`src/rtl/tlb_pkg.sv`:
```
package tlb_pkg;
  localparam int VA_W   = 32;
  localparam int OFF_W  = 12;
  localparam int VPN_W  = VA_W - OFF_W;
  localparam int PFN_W  = 20;
  localparam int PA_W   = PFN_W + OFF_W;
  localparam int PROT_W = 2;
  localparam int PTE_W  = 3 + PROT_W + PFN_W;
  localparam int V_BIT  = PTE_W - 1;
  localparam int R_BIT  = PTE_W - 2;
  localparam int M_BIT  = PTE_W - 3;
  localparam int PROT_LO = PFN_W;

  typedef enum logic [1:0] {
    ACC_READ  = 2'b00,
    ACC_WRITE = 2'b01,
    ACC_EXEC  = 2'b10,
    ACC_RSVD  = 2'b11
  } acc_e;

  typedef enum logic [1:0] {
    PROT_RO  = 2'b00,
    PROT_RW  = 2'b01,
    PROT_XO  = 2'b10,
    PROT_RWX = 2'b11
  } prot_e;
endpackage

```
`src/rtl/tlb_enc.sv`:
```
module tlb_enc #(
  parameter int DEPTH = 16,
  parameter int IDX_W = 4
) (
  input  logic [DEPTH-1:0] vec,
  output logic [IDX_W-1:0] idx,
  output logic             any
);
  always_comb begin
    idx = '0;
    for (int i = 0; i < DEPTH; i++) begin
      if (vec[i]) idx = idx | IDX_W'(i);
    end
    any = |vec;
  end
endmodule

```
`src/rtl/tlb_perm.sv`:
```
module tlb_perm
  import tlb_pkg::*;
(
  input  logic [PROT_W-1:0] prot,
  input  logic [1:0]        kind,
  output logic              allow
);
  always_comb begin
    unique case (kind)
      ACC_READ:  allow = (prot == PROT_RO) || (prot == PROT_RW) || (prot == PROT_RWX);
      ACC_WRITE: allow = (prot == PROT_RW) || (prot == PROT_RWX);
      ACC_EXEC:  allow = (prot == PROT_XO) || (prot == PROT_RWX);
      default:   allow = 1'b0;
    endcase
  end
endmodule

```
`src/rtl/tlb_lru.sv`:
```
module tlb_lru #(
  parameter int DEPTH = 16,
  parameter int IDX_W = 4
) (
  input  logic             clk,
  input  logic             rst_n,
  input  logic             touch_en,
  input  logic [IDX_W-1:0] touch_idx,
  input  logic [DEPTH-1:0] used_vec,
  output logic [IDX_W-1:0] victim_idx
);
  logic [IDX_W-1:0] age_q [DEPTH];
  logic [IDX_W-1:0] age_d [DEPTH];
  logic             found;

  always_comb begin
    for (int i = 0; i < DEPTH; i++) begin
      age_d[i] = age_q[i];
      if (touch_en) begin
        if (IDX_W'(i) == touch_idx) age_d[i] = '0;
        else if (age_q[i] < age_q[touch_idx]) age_d[i] = age_q[i] + 1'b1;
      end
    end
  end

  always_ff @(posedge clk or negedge rst_n) begin
    if (!rst_n) begin
      for (int i = 0; i < DEPTH; i++) age_q[i] <= IDX_W'(i);
    end else if (touch_en) begin
      for (int i = 0; i < DEPTH; i++) age_q[i] <= age_d[i];
    end
  end

  always_comb begin
    victim_idx = '0;
    found      = 1'b0;
    for (int i = 0; i < DEPTH; i++) begin
      if (!found && !used_vec[i]) begin
        victim_idx = IDX_W'(i);
        found      = 1'b1;
      end
    end
    if (!found) begin
      for (int i = 0; i < DEPTH; i++) begin
        if (age_q[i] == IDX_W'(DEPTH - 1)) victim_idx = IDX_W'(i);
      end
    end
  end
endmodule

```
`src/rtl/tlb_store.sv`:
```
module tlb_store
  import tlb_pkg::*;
#(
  parameter int DEPTH = 16,
  parameter int IDX_W = 4
) (
  input  logic             clk,
  input  logic             rst_n,
  input  logic [VPN_W-1:0] lk_vpn,
  input  logic [VPN_W-1:0] fill_vpn,
  input  logic [VPN_W-1:0] inv_vpn,
  input  logic             wr_en,
  input  logic [IDX_W-1:0] wr_idx,
  input  logic [PTE_W-1:0] wr_pte,
  input  logic             clr_en,
  input  logic [IDX_W-1:0] clr_idx,
  input  logic             flush_en,
  input  logic             upd_en,
  input  logic [IDX_W-1:0] upd_idx,
  input  logic             upd_dirty,
  output logic [DEPTH-1:0] lk_vec,
  output logic [DEPTH-1:0] fill_vec,
  output logic [DEPTH-1:0] inv_vec,
  output logic [DEPTH-1:0] used_vec,
  output logic [PTE_W-1:0] lk_pte
);
  logic [VPN_W-1:0] tag_q [DEPTH];
  logic [VPN_W-1:0] tag_d [DEPTH];
  logic [PTE_W-1:0] pte_q [DEPTH];
  logic [PTE_W-1:0] pte_d [DEPTH];
  logic [DEPTH-1:0] used_q, used_d;
  logic             any_wr;

  for (genvar g = 0; g < DEPTH; g++) begin : g_cmp
    assign lk_vec[g]   = used_q[g] && (tag_q[g] == lk_vpn);
    assign fill_vec[g] = used_q[g] && (tag_q[g] == fill_vpn);
    assign inv_vec[g]  = used_q[g] && (tag_q[g] == inv_vpn);
  end

  assign used_vec = used_q;

  always_comb begin
    lk_pte = '0;
    for (int i = 0; i < DEPTH; i++) begin
      if (lk_vec[i]) lk_pte = lk_pte | pte_q[i];
    end
  end

  always_comb begin
    used_d = used_q;
    for (int i = 0; i < DEPTH; i++) begin
      tag_d[i] = tag_q[i];
      pte_d[i] = pte_q[i];
    end
    if (flush_en) begin
      used_d = '0;
    end else if (wr_en) begin
      tag_d[wr_idx]  = fill_vpn;
      pte_d[wr_idx]  = wr_pte;
      used_d[wr_idx] = 1'b1;
    end else if (clr_en) begin
      used_d[clr_idx] = 1'b0;
    end else if (upd_en) begin
      pte_d[upd_idx][R_BIT] = 1'b1;
      if (upd_dirty) pte_d[upd_idx][M_BIT] = 1'b1;
    end
  end

  assign any_wr = flush_en | wr_en | clr_en | upd_en;

  always_ff @(posedge clk or negedge rst_n) begin
    if (!rst_n) begin
      used_q <= '0;
      for (int i = 0; i < DEPTH; i++) begin
        tag_q[i] <= '0;
        pte_q[i] <= '0;
      end
    end else if (any_wr) begin
      used_q <= used_d;
      for (int i = 0; i < DEPTH; i++) begin
        tag_q[i] <= tag_d[i];
        pte_q[i] <= pte_d[i];
      end
    end
  end
endmodule

```
`src/rtl/tlb_xlate.sv`:
```
module tlb_xlate
  import tlb_pkg::*;
#(
  parameter int DEPTH = 16
) (
  input  logic              clk,
  input  logic              rst_n,
  input  logic              lk_valid,
  input  logic [VA_W-1:0]   lk_vaddr,
  input  logic [1:0]        lk_kind,
  output logic              rsp_hit,
  output logic              rsp_miss,
  output logic              rsp_fault,
  output logic [PA_W-1:0]   rsp_paddr,
  output logic [PTE_W-1:0]  rsp_pte,
  input  logic              fill_en,
  input  logic [VPN_W-1:0]  fill_vpn,
  input  logic [PTE_W-1:0]  fill_pte,
  input  logic              inv_en,
  input  logic [VPN_W-1:0]  inv_vpn,
  input  logic              flush
);
  localparam int IDX_W = (DEPTH > 1) ? $clog2(DEPTH) : 1;

  logic rst_meta, rst_q;
  always_ff @(posedge clk or negedge rst_n) begin
    if (!rst_n) begin
      rst_meta <= 1'b0;
      rst_q    <= 1'b0;
    end else begin
      rst_meta <= 1'b1;
      rst_q    <= rst_meta;
    end
  end

  logic [VPN_W-1:0] lk_vpn;
  logic [OFF_W-1:0] lk_off;
  assign lk_vpn = lk_vaddr[VA_W-1:OFF_W];
  assign lk_off = lk_vaddr[OFF_W-1:0];

  logic [DEPTH-1:0] lk_vec, fill_vec, inv_vec, used_vec;
  logic [PTE_W-1:0] lk_pte;
  logic [IDX_W-1:0] lk_idx, fill_idx, inv_idx, victim_idx, fill_tgt, touch_idx;
  logic             lk_any, fill_any, inv_any;
  logic             perm_ok, access_ok, side_op;
  logic             wr_en, clr_en, upd_en, upd_dirty, touch_en;

  tlb_enc #(.DEPTH(DEPTH), .IDX_W(IDX_W)) u_enc_lk (
    .vec(lk_vec), .idx(lk_idx), .any(lk_any)
  );
  tlb_enc #(.DEPTH(DEPTH), .IDX_W(IDX_W)) u_enc_fill (
    .vec(fill_vec), .idx(fill_idx), .any(fill_any)
  );
  tlb_enc #(.DEPTH(DEPTH), .IDX_W(IDX_W)) u_enc_inv (
    .vec(inv_vec), .idx(inv_idx), .any(inv_any)
  );

  tlb_perm u_perm (
    .prot(lk_pte[PROT_LO +: PROT_W]), .kind(lk_kind), .allow(perm_ok)
  );

  always_comb begin
    access_ok = lk_pte[V_BIT] && perm_ok;
    rsp_hit   = lk_valid && lk_any && access_ok;
    rsp_fault = lk_valid && lk_any && !access_ok;
    rsp_miss  = lk_valid && !lk_any;
    rsp_paddr = rsp_hit ? {lk_pte[PFN_W-1:0], lk_off} : '0;
    rsp_pte   = (lk_valid && lk_any) ? lk_pte : '0;
  end

  always_comb begin
    side_op   = flush | fill_en | inv_en;
    fill_tgt  = fill_any ? fill_idx : victim_idx;
    wr_en     = fill_en && !flush;
    clr_en    = inv_en && inv_any && !flush && !fill_en;
    upd_en    = rsp_hit && !side_op;
    upd_dirty = (lk_kind == ACC_WRITE);
    touch_en  = !flush && (fill_en || (lk_valid && lk_any && !side_op));
    touch_idx = fill_en ? fill_tgt : lk_idx;
  end

  tlb_store #(.DEPTH(DEPTH), .IDX_W(IDX_W)) u_store (
    .clk(clk), .rst_n(rst_q),
    .lk_vpn(lk_vpn), .fill_vpn(fill_vpn), .inv_vpn(inv_vpn),
    .wr_en(wr_en), .wr_idx(fill_tgt), .wr_pte(fill_pte),
    .clr_en(clr_en), .clr_idx(inv_idx),
    .flush_en(flush),
    .upd_en(upd_en), .upd_idx(lk_idx), .upd_dirty(upd_dirty),
    .lk_vec(lk_vec), .fill_vec(fill_vec), .inv_vec(inv_vec),
    .used_vec(used_vec), .lk_pte(lk_pte)
  );

  tlb_lru #(.DEPTH(DEPTH), .IDX_W(IDX_W)) u_lru (
    .clk(clk), .rst_n(rst_q),
    .touch_en(touch_en), .touch_idx(touch_idx),
    .used_vec(used_vec), .victim_idx(victim_idx)
  );
endmodule

```
`config.mk`:
```
export PLATFORM = sky130hd
export DESIGN_NAME = tlb_xlate
export DESIGN_NICKNAME = d
export VERILOG_FILES = /design/src/rtl/tlb_pkg.sv /design/src/rtl/tlb_enc.sv /design/src/rtl/tlb_perm.sv /design/src/rtl/tlb_lru.sv /design/src/rtl/tlb_store.sv /design/src/rtl/tlb_xlate.sv
export SDC_FILE = /design/constraint.sdc
export NUM_CORES = 2
export LEC_CHECK = 0
export BUFFER_PORTS_ARGS = -buffer_cell sky130_fd_sc_hd__buf_2
export CAP_MARGIN = 20
export CORE_ASPECT_RATIO = 0.7
export CORE_MARGIN = 1
export CORE_UTILIZATION = 57
export DETAILED_ROUTE_END_ITERATION = 10
export PLACE_DENSITY = 0.77
export SLEW_MARGIN = 10
export SYNTH_ARGS = -nofsm -noshare
export SYNTH_HDL_FRONTEND = slang
export SYNTH_SLANG_ARGS = --single-unit
```
`constraint.sdc`:
```
create_clock -name clk -period 23.3 [get_ports clk]
set_input_delay 4.66 -clock clk [delete_from_list [all_inputs] [get_ports clk]]
set_output_delay 4.66 -clock clk [all_outputs]
set_load 0.05 [all_outputs]
```
# Word-level counts from Yosys, hierarchy flattened
# Cells that the tools add are included.
dict set report classes {
  add_sub_neg 16
  n_eq_ne 85
  n_bitwise 29
  reduce_logical 161
  n_mux 170
  n_lt_le_gt_ge 25
}
# cell n
set op_table {}
lappend op_table {{$mux W400} 4}
lappend op_table {{$eq A20 B20 Y1} 48}
lappend op_table {{$or A400 B400 Y400} 2}
lappend op_table {{$mux W25} 18}
lappend op_table {{$bwmux W400} 1}
lappend op_table {{$or A25 B25 Y25} 15}
lappend op_table {{$mux W4} 85}
lappend op_table {{$bwmux W320} 1}
lappend op_table {{$demux W25 S4} 3}
lappend op_table {{$demux W20 S4} 1}
lappend op_table {{$logic_and A1 B1 Y1} 79}
lappend op_table {{$add A4 B1 Y4 const B} 16}
lappend op_table {{$eq A4 B4 Y1 const B} 16}
lappend op_table {{$lt A4 B4 Y1} 16}
lappend op_table {{$mux W16} 3}
lappend op_table {{$mux W3} 16}
lappend op_table {{$reduce_or A16 Y1} 3}
lappend op_table {{$logic_not A1 Y1} 34}
lappend op_table {{$reduce_and A2 Y1} 17}
lappend op_table {{$reduce_bool A2 Y1} 17}
lappend op_table {{$eq A4 B4 Y1 const A} 8}
lappend op_table {{$mux W32} 1}
lappend op_table {{$mux W24} 1}
lappend op_table {{$mux W23} 1}
lappend op_table {{28 further kinds} 80}
dict set report word_totals {
  elab_cells 537
  inputBits 105
  ff_bits 802
  output_inout_bits 60
}

# Longest topological paths before layout
dict set report depth {
  depth_word 71
  depth_mapped 27
  depth_no_buf 22
}

# Modules after synthesis
# A second synthesis with hierarchy kept.
dict set report hier_totals {
  cells_unflattened 4583
  hier_area_um2 49676.4
}
# module area_per_inst_um2 n_inst cells_each seq_area_each_um2
set by_module_without_submodules {}
lappend by_module_without_submodules {tlb_store 43337.8 1 3842 18417.7}
lappend by_module_without_submodules {tlb_lru 5348.9 1 601 1641.6}
lappend by_module_without_submodules {tlb_xlate 678.2 1 92 50.0}
lappend by_module_without_submodules {tlb_enc 77.6 3 13 0.0}
lappend by_module_without_submodules {tlb_perm 78.8 1 9 0.0}

# Worst setup path after synthesis
# No wires, ideal clock.
dict set report synth_timing {
  kind {input to output}
  startpoint {input port lk_vaddr[25]}
  endpoint {output port rsp_paddr[28]}
  t_required_ns 18.640
  path_buffers 4
  cell_stages 12
  path_slack_ns 10.341
  t_arrival_ns 8.299
  cell_sequence {buf_4 -> buf_4 -> xor2_1 -> nor4_1 -> nand4_1 -> nor4_2 -> clkbuf_1 -> buf_1 -> a22o_1 -> a221oi_1 -> a31oi_1 -> and2_1}
}
dict set report synth_between {
  elab_chain_len 40
  word_cells_on_any_way 77
  classes_between {eq/ne: 19; mux: 18; bitwise: 15; reduce/logical: 25}
}
# item line
set synth_rtl {}
lappend synth_rtl {{from (decl)} tlb_xlate.sv:9} ;# input logic [VA_W-1:0] lk_vaddr,
lappend synth_rtl {{$eq A20 B20 Y1} tlb_store.sv:35} ;# assign lk_vec[g] = used_q[g] && (tag_q[g] == lk_vpn);
lappend synth_rtl {{$logic_and A1 B1 Y1} tlb_store.sv:35}
lappend synth_rtl {{$mux W25} tlb_store.sv:45} ;# if (lk_vec[i]) lk_pte = lk_pte | pte_q[i];
lappend synth_rtl {{$or A25 B25 Y25} tlb_store.sv:45}
lappend synth_rtl {{$mux W25} tlb_store.sv:45}
lappend synth_rtl {{$or A25 B25 Y25} tlb_store.sv:45}
lappend synth_rtl {{$mux W25} tlb_store.sv:45}
lappend synth_rtl {{$or A25 B25 Y25} tlb_store.sv:45}
lappend synth_rtl {{[23 not listed]} --}
lappend synth_rtl {{$or A25 B25 Y25} tlb_store.sv:45}
lappend synth_rtl {{$mux W25} tlb_store.sv:45}
lappend synth_rtl {{$eq A2 B1 Y1 / $logic_not A2 Y1 (equally long branches)} {tlb_perm.sv:10, tlb_perm.sv:11}}
lappend synth_rtl {{$logic_or A1 B1 Y1 (2 in a row)} tlb_perm.sv:10} ;# ACC_READ: allow = (prot == PROT_RO) || (prot == PROT_RW) || (prot == PROT_RWX);
lappend synth_rtl {{$pmux W1 S3} tlb_perm.sv:9} ;# unique case (kind)
lappend synth_rtl {{$logic_and A1 B1 Y1} tlb_xlate.sv:63} ;# access_ok = lk_pte[V_BIT] && perm_ok;
lappend synth_rtl {{$logic_and A1 B1 Y1} tlb_xlate.sv:64} ;# rsp_hit = lk_valid && lk_any && access_ok;
lappend synth_rtl {{$mux W32 (*)} tlb_xlate.sv:67} ;# rsp_paddr = rsp_hit ? {lk_pte[PFN_W-1:0], lk_off} : '0;
lappend synth_rtl {{to (decl)} tlb_xlate.sv:14} ;# output logic [PA_W-1:0] rsp_paddr,
# Every way passes the cells marked *; elsewhere a longest branch is shown, timed or not.

# Worst setup path in the final report
dict set report layout_timing {
  startpoint {input port lk_vaddr[19]}
  endpoint {output port rsp_paddr[22]}
}
# Same word-level chain as after synthesis.

==> results.md <==
- The number of DRC violations after detailed-routing iteration 0 is 5,110.
- Between clock sinks in the finished design, the worst skew comes to 0.0644 ns.
- Hold repair after CTS inserted 0 buffers.
- The number of unique standard cell types used by synthesis is 83.
- Among all flip-flop cells after synthesis, the most frequent one is sky130_fd_sc_hd__dfrtp_1.
- The commonest cells after synthesis are 770 x sky130_fd_sc_hd__dfrtp_1, 706 x sky130_fd_sc_hd__mux2_2, 699 x sky130_fd_sc_hd__xnor2_1, 257 x sky130_fd_sc_hd__xor2_1, 207 x sky130_fd_sc_hd__nand4_1.
- The clock tree synthesis step divided the H-tree into 3 levels.
- The sum of net half-perimeters after detailed placement is 99.4 mm.
- After synthesis, the largest area contributor takes up between 30% and 40% of total cell area.
- In the final routed layout, each cell accounts on average for 29.1 microns.
- The initial standard-cell utilization of the core is between 50% and 60%.
- In this run the horizontal extent of the chip is roughly 350 microns.
- The required time reported for the critical path endpoint is around 19 ns.
- The count of synthesis-stage warnings from yosys is 0.
- Detailed routing inserted a total of 38,259 vias.
- The placed instance area is 0.0500 sq mm.
- Counting the fill cells in the layout gives 6,724.
- In the synthesized netlist the async set-or-reset flop fraction comes to 100%.
- The static leakage is 23.2 nW.
- In the post-route analysis, the smallest setup slack over all paths is 9.52 ns.
- sky130_fd_sc_hd__dfrtp_1 is the most common cell in the netlist.
- In this run the standard cell core region covers 0.0846 sq mm.
- The timing-limited maximum frequency is 72.6 MHz.
- Dividing the detail-routed via count by the number of cells gives 6.83.
- In this run the clock root is driven by a sky130_fd_sc_hd__clkbuf_16.
- Setup repair after global routing left no endpoint under its margin.
- After synthesis, the mean cell area works out to 11.0 sq um.
- The summed negative setup slack over all endpoints is 0 ns.
- The initial antenna violation count was 7.
- The cell depth of the worst min-delay path is 0.
- IR analysis of the VDD net gives a maximum drop of 0.0000617 V.
- The largest net degree at the start of global routing is about 190.
- The class of the tightest hold or removal check is flop to flop.
- The maximum net fanout on the critical path is 28.
- Across the whole layout, storage elements account for 0.0201 sq mm.
- The number of pins exceeding their max-slew limit in the final report is 0.
- The endpoint of the most critical register-to-register path is u_lru.age_q[52].
- The overall die area is around 0.087 sq mm.
- The number of hold violations in the final report was 0.
- The multi-input combinational cells in the finished layout cover a total of 0.0270 sq mm.
- The leftover overflow at the end of global routing is 0.
- TritonCTS built the clock tree.
- The category of the most critical setup path is input pin to primary output.
- After the last flow step, the layout net total stands at 4,568.
- The max-cap check violation count is 0.
- The number of buffers on the longest clock path is 3.
- The normalized max-slew margin is 19.5%.
- The transition time at the pin with the least slew margin is 1.20 ns.
- In the finished design, the share of the clock period the worst path needs comes to between 50% and 60%.
- The area growth from synthesis to layout is 7.96%.
- The worst register-to-register path has a depth of 20.
- The post-cts gate resize count is 0.
- For this run, the share of the core covered by cells in the final layout is 62.4%.
- The final weighted congestion in routability-driven placement is 1.01.
- The worst path needs 13.78 ns of the cycle, external delays included.
- By area the synthesized netlist is led by sky130_fd_sc_hd__dfrtp_1 39%, sky130_fd_sc_hd__mux2_2 16%, sky130_fd_sc_hd__xnor2_1 13%, sky130_fd_sc_hd__xor2_1 4.6%, sky130_fd_sc_hd__nand4_1 2.6%.
- The number of buffers inserted to repair setup after CTS is 0.
- The first detailed-routing pass ran for 9 iterations.
- Before CTS, the worst setup slack after placement is 9.78 ns.
- For flop-to-flop paths, the worst setup slack is 16.54 ns.
- The die boundary height is 247 microns.
- The count of boundary I/O pins is 165.
- The number of buffers added on ports is ~160.
- The startpoint identified for the worst register-to-register timing path is u_store.tag_q[127].
- After detailed routing, the number of remaining DRC violations is 0.
- The critical path arrival is 9.12 ns.
- The number of clock buffers added by TritonCTS is 80.
- The clock-pin slew of the registers on the worst-case setup and hold paths is ~0.050 ns.
- Counting every sink on the clock net gives 802.
- The first global-routing pass estimated 243 mm of wire.
- Of all cell types, the one taking the most synthesized area is sky130_fd_sc_hd__dfrtp_1.
- The remaining number of nets flagged by the antenna check after routing is 0.
- The destination of the worst hold path is rst_q.
- The number of setup violations in the final report is 0.
- The category of the worst setup path launch point is an input pin.
- The post-route netlist has 26.2% of its cells at a drive strength greater than 1.
- The overall global routing resource usage is 37.1%.
- In this run the most critical hold path is launched from rst_meta.
- The nature of the critical path endpoint is a primary output.
- The number of synthesized register bits is 802.
- Summing the sequential cell areas from Yosys gives 41.1% of the chip area.
- The insertion delay to the later sink of the worst-skew pair is 0.69 ns.
- Summed over all layers, the routed wires come to 163 mm.
- The number of global-route vias before repair came to 36,784.
- The run finished with clean final reports.
- The floorplan has between 80 and 90 rows.
- The mapped netlist covers 0.0489 sq mm.
- The area of all placed cells without fillers is 0.0528 sq mm.
- Yosys mapped a number of flops with a built-in enable equal to 0.
- The number of instances in the synthesized netlist is 4,434.
- The number of nets in the synthesized netlist is 4,606.
- The total power density per cell area is 71.8 mW/mm^2.
## flip-flops by register name, indices dropped and copies added, names as in the netlist
name / cells
rst_meta: 1
rst_q: 1
u_lru.age_q: 64
u_store.pte_q: 400
u_store.tag_q: 320
u_store.used_vec: 16
## where the power goes
part	switching, mW	internal (mW)	total [mW]	leakage [nW]
Clock	0.606	0.765	1.37	1.34
Combinational	0.444	0.329	0.773	11.1
Sequential	0.145	1.51	1.65	10.8
## logic make-up (layout without fill, tap and decap cells)
family / count (synthesis) / after routing / share of synthesized area (%)
buffers and inverters: 387 / 412 / 3.88
other: 1 / 4 / 0.00767
muxes: 736 / 736 / 16.9
and+or+nand+nor: 929 / 929 / 10.9
xor gates and xnor gates: 956 / 956 / 17.1
AOI/OAI and AO/OA: 556 / 556 / 8.42
DFF: 802 / 802 / 41.1
adders and majority gates: 67 / 67 / 1.71
## placed cells by master (no fill, tap or decap), types with 10 or more instances in the layout
cell / Yosys / final
sky130_fd_sc_hd__nor2b_1: 11 / 10
sky130_fd_sc_hd__mux2i_1: 30 / 30
sky130_fd_sc_hd__buf_4: 44 / 67
sky130_fd_sc_hd__o22a_1: 13 / 13
sky130_fd_sc_hd__inv_1: 32 / 32
sky130_fd_sc_hd__clkbuf_8: 0 / 15
sky130_fd_sc_hd__a21o_1: 22 / 22
sky130_fd_sc_hd__a22oi_1: 49 / 49
sky130_fd_sc_hd__nor3_1: 21 / 20
sky130_fd_sc_hd__clkbuf_1: 170 / 16
sky130_fd_sc_hd__ha_1: 67 / 67
sky130_fd_sc_hd__o21ai_0: 52 / 51
sky130_fd_sc_hd__nand2b_1: 22 / 20
sky130_fd_sc_hd__a221oi_1: 78 / 78
sky130_fd_sc_hd__nand2_1: 138 / 135
sky130_fd_sc_hd__xnor2_1: 699 / 699
sky130_fd_sc_hd__nor4_1: 112 / 111
sky130_fd_sc_hd__dfrtp_1: 770 / 769
sky130_fd_sc_hd__a31oi_1: 35 / 35
sky130_fd_sc_hd__mux2_2: 706 / 706
sky130_fd_sc_hd__a22o_1: 83 / 83
sky130_fd_sc_hd__or2_2: 10 / 10
sky130_fd_sc_hd__clkbuf_16: 0 / 81
sky130_fd_sc_hd__nand3b_1: 23 / 23
sky130_fd_sc_hd__clkinv_2: 0 / 13
sky130_fd_sc_hd__and3_1: 54 / 53
sky130_fd_sc_hd__dfstp_2: 32 / 32
sky130_fd_sc_hd__nand3_1: 136 / 135
sky130_fd_sc_hd__xor2_1: 257 / 257
sky130_fd_sc_hd__buf_2: 82 / 166
sky130_fd_sc_hd__and2_1: 55 / 53
sky130_fd_sc_hd__a21oi_1: 95 / 94
sky130_fd_sc_hd__o211ai_1: 11 / 11
sky130_fd_sc_hd__o22ai_1: 10 / 10
sky130_fd_sc_hd__o31ai_1: 10 / 10
sky130_fd_sc_hd__nand4_1: 207 / 207
sky130_fd_sc_hd__nor2_1: 76 / 73
## per-stage QoR
stage / hold WS, ns / cells / power [mW]
2_1_floorplan: 0.331 / 4434 / 2.22
3_3_place_gp: 0.334 / 5449 / 2.39
3_5_place_dp: 0.338 / 5449 / 2.42
4_1_cts: 0.350 / 5594 / 3.78
5_1_grt: 0.353 / 5598 / 3.95
6_report: 0.347 / 5599 / 3.79
## worst max-delay path by stage
stage                 start         endpoint  slack (ns)  cells after the start
2_1_floorplan         rst_q  u_lru.age_q[12]       10.31                      0
3_3_place_gp   lk_vaddr[23]    rsp_paddr[23]        9.82                     13
3_5_place_dp   lk_vaddr[16]    rsp_paddr[24]        9.78                     13
4_1_cts        lk_vaddr[16]    rsp_paddr[22]        9.76                     13
5_1_grt        lk_vaddr[14]    rsp_paddr[24]        9.50                     13
6_report       lk_vaddr[19]    rsp_paddr[22]        9.52                     13
## area by class of cell
type                    instances  area share, %
inverters                      33          0.235
repair buffers                234           2.56
well taps                    1137           2.69
clock buffers                 112           4.34
clock inverters                33          0.884
flip-flops and latches        802           38.1
diodes                          3         0.0142
multi-input cells            3245           51.2
## critical path, stage by stage
cell and delay, ns:
sky130_fd_sc_hd__buf_2 0.74, sky130_fd_sc_hd__xnor2_1 0.22, sky130_fd_sc_hd__nand3_1 0.11, sky130_fd_sc_hd__nor4_1 0.30, sky130_fd_sc_hd__and4_2 1.01, sky130_fd_sc_hd__a22o_1 0.24
sky130_fd_sc_hd__a221oi_1 0.05, sky130_fd_sc_hd__and4_1 0.25, sky130_fd_sc_hd__or2_2 0.31, sky130_fd_sc_hd__a21oi_2 0.40, sky130_fd_sc_hd__buf_4 0.35, sky130_fd_sc_hd__and2_1 0.16
sky130_fd_sc_hd__buf_2 0.25
## routing by layer
metal / GRT usage (%) / up-vias / routed length, microns
met2: 52.2 / 2631 / 66600
met4: 15.1 / 10 / 7010
li1: - / 15946 / -
met3: 11.8 / 549 / 22000
met1: 52.5 / 19123 / 67300
met5: 0.556 / - / 123
Power figures use the tool's default switching activity.
